<file path="src/rtl/ppm_pkg.sv">
package ppm_pkg;

  // register addresses
  localparam logic [1:0] ADDR_CFG  = 2'd0;
  localparam logic [1:0] ADDR_CNT0 = 2'd1;
  localparam logic [1:0] ADDR_CNT1 = 2'd2;
  localparam logic [1:0] ADDR_PEND = 2'd3;

  // configuration bit positions
  localparam int CFG_MODE = 0;
  localparam int CFG_IE0  = 1;
  localparam int CFG_IE1  = 2;
  localparam int CFG_W    = 3;

  // pending register: [1:0] phase-end requests, [3:2] wrap flags
  localparam int PEND_W   = 4;
  localparam int CHANNELS = 2;

  // strobes from control to datapath; index 0 = high-phase counter
  typedef struct packed {
    logic [CHANNELS-1:0] inc;
    logic [CHANNELS-1:0] load;
    logic [CHANNELS-1:0] edgeSet;
    logic [PEND_W-1:0]   w1c;
  } ppmStrobeT;

endpackage

</file>
<file path="src/rtl/ppm_ctrl.sv">
module ppm_ctrl
  import ppm_pkg::*;
#(
  parameter int PRESC_DIV = 4
) (
  input  logic              clk,
  input  logic              rstN,
  input  logic              pulseIn,
  input  logic [1:0]        regAddr,
  input  logic              regWrEn,
  input  logic [PEND_W-1:0] wrLow,
  output ppmStrobeT         strb,
  output logic [CFG_W-1:0]  cfgBits,
  output logic              syncLevel,
  output logic              syncPrev
);

  localparam int PW = (PRESC_DIV > 1) ? $clog2(PRESC_DIV) : 1;
  localparam logic [PW-1:0] PRESC_LAST = PW'(PRESC_DIV - 1);

  logic          syncMeta;
  logic [PW-1:0] prescCnt;
  logic          modeEn;
  logic          tick;
  logic          cfgWr;

  assign modeEn = cfgBits[CFG_MODE];
  assign tick   = modeEn && (prescCnt == PRESC_LAST);
  assign cfgWr  = regWrEn && (regAddr == ADDR_CFG);

  // two-flop synchronizer plus one history flop for edge detection
  always_ff @(posedge clk) begin
    if (!rstN) begin
      syncMeta  <= 1'b0;
      syncLevel <= 1'b0;
      syncPrev  <= 1'b0;
    end else begin
      syncMeta  <= pulseIn;
      syncLevel <= syncMeta;
      syncPrev  <= syncLevel;
    end
  end

  always_ff @(posedge clk) begin
    if (!rstN) begin
      cfgBits <= '0;
    end else if (cfgWr) begin
      cfgBits <= wrLow[CFG_W-1:0];
    end
  end

  // prescaler restarts whenever measuring is off
  always_ff @(posedge clk) begin
    if (!rstN) begin
      prescCnt <= '0;
    end else if (!modeEn || tick) begin
      prescCnt <= '0;
    end else begin
      prescCnt <= prescCnt + 1'b1;
    end
  end

  always_comb begin
    strb         = '0;
    strb.inc[0]  = tick && syncLevel;
    strb.inc[1]  = tick && !syncLevel;
    strb.load[0] = regWrEn && (regAddr == ADDR_CNT0);
    strb.load[1] = regWrEn && (regAddr == ADDR_CNT1);
    // falling edge ends a high phase -> channel 0; rising ends low -> channel 1
    strb.edgeSet[0] = modeEn && !syncLevel && syncPrev;
    strb.edgeSet[1] = modeEn && syncLevel && !syncPrev;
    strb.w1c     = (regWrEn && (regAddr == ADDR_PEND)) ? wrLow : '0;
  end

endmodule

</file>
<file path="src/rtl/ppm_datapath.sv">
module ppm_datapath
  import ppm_pkg::*;
#(
  parameter int CNT_W = 16
) (
  input  logic                             clk,
  input  logic                             rstN,
  input  ppmStrobeT                        strb,
  input  logic [CFG_W-1:0]                 cfgBits,
  input  logic [1:0]                       regAddr,
  input  logic [CNT_W-1:0]                 regWrData,
  output logic [CNT_W-1:0]                 regRdData,
  output logic                             irq,
  output logic [CHANNELS-1:0][CNT_W-1:0]   cntVal,
  output logic [PEND_W-1:0]                pendFlags
);

  localparam logic [CNT_W-1:0] CNT_MAX = '1;

  logic [CHANNELS-1:0] irqVec;

  for (genvar i = 0; i < CHANNELS; i++) begin : g_ch
    logic [CNT_W-1:0] cntQ;
    logic             reqQ;
    logic             maxQ;
    logic             wrap;

    assign wrap = strb.inc[i] && !strb.load[i] && (cntQ == CNT_MAX);

    always_ff @(posedge clk) begin
      if (!rstN) begin
        cntQ <= '0;
      end else if (strb.load[i]) begin
        cntQ <= regWrData;
      end else if (strb.inc[i]) begin
        cntQ <= cntQ + 1'b1;
      end
    end

    always_ff @(posedge clk) begin
      if (!rstN) begin
        reqQ <= 1'b0;
      end else if (strb.edgeSet[i]) begin
        reqQ <= 1'b1;
      end else if (strb.w1c[i]) begin
        reqQ <= 1'b0;
      end
    end

    always_ff @(posedge clk) begin
      if (!rstN) begin
        maxQ <= 1'b0;
      end else if (wrap) begin
        maxQ <= 1'b1;
      end else if (strb.w1c[CHANNELS+i]) begin
        maxQ <= 1'b0;
      end
    end

    assign cntVal[i]             = cntQ;
    assign pendFlags[i]          = reqQ;
    assign pendFlags[CHANNELS+i] = maxQ;
    assign irqVec[i]             = maxQ && cfgBits[CFG_IE0+i];
  end

  assign irq = |irqVec;

  always_comb begin
    unique case (regAddr)
      ADDR_CFG:  regRdData = {{(CNT_W-CFG_W){1'b0}}, cfgBits};
      ADDR_CNT0: regRdData = cntVal[0];
      ADDR_CNT1: regRdData = cntVal[1];
      default:   regRdData = {{(CNT_W-PEND_W){1'b0}}, pendFlags};
    endcase
  end

endmodule

</file>
<file path="src/rtl/pulse_phase_meter.sv">
module pulse_phase_meter
  import ppm_pkg::*;
#(
  parameter int CNT_W     = 16,
  parameter int PRESC_DIV = 4
) (
  input  logic             clk,
  input  logic             rstN,
  input  logic             pulseIn,
  input  logic [1:0]       regAddr,
  input  logic             regWrEn,
  input  logic [CNT_W-1:0] regWrData,
  output logic [CNT_W-1:0] regRdData,
  output logic             irq
);

  ppmStrobeT                      strb;
  logic [CFG_W-1:0]               cfgBits;
  logic                           syncLevel;
  logic                           syncPrev;
  logic                           modeEn;
  logic [CHANNELS-1:0][CNT_W-1:0] cntVal;
  logic [PEND_W-1:0]              pendFlags;

  assign modeEn = cfgBits[CFG_MODE];

  ppm_ctrl #(.PRESC_DIV(PRESC_DIV)) u_ctrl (
    .clk       (clk),
    .rstN      (rstN),
    .pulseIn   (pulseIn),
    .regAddr   (regAddr),
    .regWrEn   (regWrEn),
    .wrLow     (regWrData[PEND_W-1:0]),
    .strb      (strb),
    .cfgBits   (cfgBits),
    .syncLevel (syncLevel),
    .syncPrev  (syncPrev)
  );

  ppm_datapath #(.CNT_W(CNT_W)) u_dp (
    .clk       (clk),
    .rstN      (rstN),
    .strb      (strb),
    .cfgBits   (cfgBits),
    .regAddr   (regAddr),
    .regWrData (regWrData),
    .regRdData (regRdData),
    .irq       (irq),
    .cntVal    (cntVal),
    .pendFlags (pendFlags)
  );

endmodule

</file>
<file path="config.mk">
export PLATFORM = sky130hd
export DESIGN_NAME = pulse_phase_meter
export DESIGN_NICKNAME = d
export VERILOG_FILES = /design/src/rtl/ppm_pkg.sv /design/src/rtl/ppm_ctrl.sv /design/src/rtl/ppm_datapath.sv /design/src/rtl/pulse_phase_meter.sv
export SDC_FILE = /design/constraint.sdc
export NUM_CORES = 1
export LEC_CHECK = 0
export ABC_CLOCK_PERIOD_IN_PS = 1620
export BUFFER_PORTS_ARGS = -buffer_cell sky130_fd_sc_hd__buf_2
export CAP_MARGIN = 25
export CORE_UTILIZATION = 51
export DETAILED_ROUTE_END_ITERATION = 10
export GPL_TIMING_DRIVEN = 0
export PLACE_DENSITY_LB_ADDON = 0.08
export SKIP_LAST_GASP = 1
export SYNTH_ARGS = -nofsm -noshare
export SYNTH_HDL_FRONTEND = slang
export SYNTH_SLANG_ARGS = --single-unit
</file>
<file path="constraint.sdc">
create_clock -name clk -period 1.62 [get_ports clk]
set_input_delay 0 -clock clk [delete_from_list [all_inputs] [get_ports clk]]
set_output_delay 0 -clock clk [all_outputs]
set_load 0.01 [all_outputs]
</file>
==> flow_metrics.tcl <==
set metrics [dict create \
    antenna_found_initial 0 \
    placementRows 24 \
    maxCapViolations 0 \
    avgViaCountPerCell 6.18 \
    synth_area_leaders "dfxtp_1 37%, o21ai_0 6.0%, a22o_1 5.1%" \
    drive_gt1_share_pct 26.4 \
    syn-num-nets 300 \
    drt-initial-drc-count 176 \
    ys_warn_count 0 \
    ys.flop_type "dfxtp_1" \
    p_seq_share_pct 52.0 \
    placed_cells 363 \
    track_usage_pct 28.0 \
    clkTransAtPathRegs_ps 90 \
    worst_slew_pin_slew_ps 561 \
    syn_inst 275 \
    nNetsFinal 354 \
    drt-total-wl_um 6910 \
    worstPathArrival_ps 1820 \
    period_minus_slack_ps 1660 \
    peakVddDrop_mv 0.535 \
    period_share_pct 102 \
    yosysTopAreaCellShare_pct 36.6 \
    crit_required_ps 1790 \
    wl_per_cell_um 18.1 \
    yosysMostFrequentCell "dfxtp_1" \
    route.detailed.drc 4 \
    pre_cts_slack_ps -213 \
    rrSetupSlack_ps -40 \
    startpoint_type "flip-flop" \
    numCtsBuffers 5 \
    root_buffer "clkbuf_8" \
    synth_edf_count 0 \
    ioPinCount 39 \
    stdcell_count 382 \
    fin_worst_skew_ps 5.45 \
    core_um2 4440 \
    end_kind "flip-flop" \
    clk_latency_ps 300 \
    finalMaxSlewViolations 0 \
    syn_to_final_growth_pct 21.3 \
    cpPeakStageDelay_ps 390 \
    die_h_um 70.7 \
    setup_tns_ps -63.2 \
    power.net_switching_uw 596 \
    fill_cells 390 \
    hold_viol 0 \
    violations "DRC, setup timing" \
    slew_headroom_pct 62.5 \
    dieArea_um2 5000 \
    hp-class "in -> reg" \
    p_clk_share_pct 36.8 \
    setup_viol 3 \
    fmax_mhz 604 \
    cell_internal_pwr_uw 1700 \
    yosys-top-cells-count "44 x dfxtp_1, 29 x o21ai_0, 19 x nor2_1" \
    async_flop_share_pct 0 \
    vias 2361 \
    grt_pass1_vias 2145 \
    combPwrFrac_pct 11.2 \
    ys_seq_area_share_pct 36.6 \
    start_util_pct 54.2 \
    cp_max_fo 5 \
    slowest_stage "nor4_2" \
    swShare_pct 25.9 \
    leakagePower_uw 0.00107 \
    grt_setup_unrepaired "true" \
    clockBufferDepth 2 \
    ys_seq_elements 44 \
    critical_path_class "reg -> reg" \
    cts_sinks 44 \
    htree_num_levels 2 \
    ant_nets 0 \
    pwr_density_cell_nw_per_um2 786 \
    drt_pre_antenna_iters 8 \
    synth_cell_types 45 \
    synth_top_cell_by_area "dfxtp_1" \
    grt_overflow_total 0 \
    cts_tree "built" \
    avgSynthCellArea_um2 8.76 \
    die_w_um 70.7 \
    antenna_cells 0 \
    setup_ws_ps -35.5 \
    place_congestion 0.867 \
    crit_chain "ha_4 > buf_4 > nand4_1 > nor4_2 > xnor2_1 > a21oi_1" \
    grt_max_degree 14 \
    outcome "finished with violations" \
    port_buffers 36 \
    grt_pass1_wl_um 10800 \
    dp_hpwl_um 4960 \
    synth_area_um2 2410 \
]
[cells in the final DEF (no fill, tap or decap), drive strengths merged, types with 4 or more instances in the layout]
cell / count
and3: 4
clkbuf: 16
mux2i: 5
a211oi: 8
xor2: 8
a22o: 14
nor4: 4
dfxtp: 44
nor2: 19
nand3: 11
or3: 5
xnor2: 13
a21oi: 18
nand4: 11
nor3: 5
o21ai: 29
a31oi: 9
buf: 53
nand2: 13
inv: 5
[kinds of logic after synthesis]
family / share of synthesized area [%]
XOR/XNOR: 7.64
adder cells (fa/ha/maj): 1.56
AO/OA/AOI/OAI: 21.8
multiplexers: 5.51
buffers and inverters: 4.83
flip-flops: 36.6
AND/OR/NAND/NOR: 22.1
[flip-flops by register name, summed over array words and instances (netlist names)]
name / count
u_dp.g_ch.cntQ: 32
u_ctrl.cfgBits: 3
u_ctrl.prescCnt: 2
u_dp.g_ch.maxQ: 2
u_dp.g_ch.reqQ: 2
u_ctrl.syncLevel: 1
u_ctrl.syncMeta: 1
u_ctrl.syncPrev: 1
[per-layer routing]
layer  track usage, %  part of all wire (%)  routed length (µm)
met1             42.9                    48                3340
met2             40.8                    44                3070
met3             4.13                   6.3                 436
met4             7.33                  0.85                  59
met5                0                     0                   0
[worst paths after layout]
path | startpoint | end | cells after the start
max | u_ctrl.prescCnt[0] | u_dp.g_ch[1].cntQ[13] | 6
min | regWrData[0] | u_ctrl.cfgBits[0] | 3
max reg2reg | u_ctrl.prescCnt[0] | u_dp.g_ch[1].cntQ[13] | 6
min reg2reg | u_ctrl.syncMeta | u_ctrl.syncLevel | 1
[critical path: cells and delay by family (launching register included)]
| family | cells | cell delay [ps] |
|---|---|---|
| xor+xnor | 1 | 170 |
| flops | 1 | 360 |
| simple gates | 2 | 620 |
| fa+ha+maj | 1 | 170 |
| buf+inv | 1 | 120 |
| compound gates | 1 | 80 |
[through the flow]
step           hold WS, ps  util, %  cell area (µm²)  power [µW]
6_report              7.26     65.7             2920        2300
3_5_place_dp           210     59.8             2660        1460
2_1_floorplan          127        -             2410        1360
5_1_grt               17.8     65.7             2920        2380
4_1_cts               11.3     64.6             2870        2290
3_3_place_gp           208     59.8             2660        1460
[power groups by stage]
stage | registers (µW) | clock network [µW] | logic (µW)
global route | 1200 | 896 | 283
detailed placement | 1220 | 0 | 246
CTS | 1190 | 850 | 251
finish | 1190 | 844 | 258
global placement | 1220 | 0 | 243
floorplan | 1190 | 0 | 160
[timing repair]
| action | in CTS | in global routing |
|---|---|---|
| setup buffers | 8 | 1 |
| gates resized for setup | 6 | 14 |
| hold endpoints to repair | 4 | 0 |
| setup endpoints to repair | 13 | 19 |
| pin swaps | 7 | 6 |
| hold buffers | 2 | 0 |
[cell type report]
class                      count  area, µm²  share of cell area (%)
buffer                        18       93.8                    3.21
clock buffer                   6       72.6                    2.48
clock inverter                 2       35.0                    1.20
inverter                       6       22.5                   0.771
multi-input combinational    207       1470                    50.2
sequential                    44        893                    30.6
tap                           52       65.1                    2.23
timing repair buffer          47        272                    9.29
Note: power is estimated with default switching activity, not from simulation.
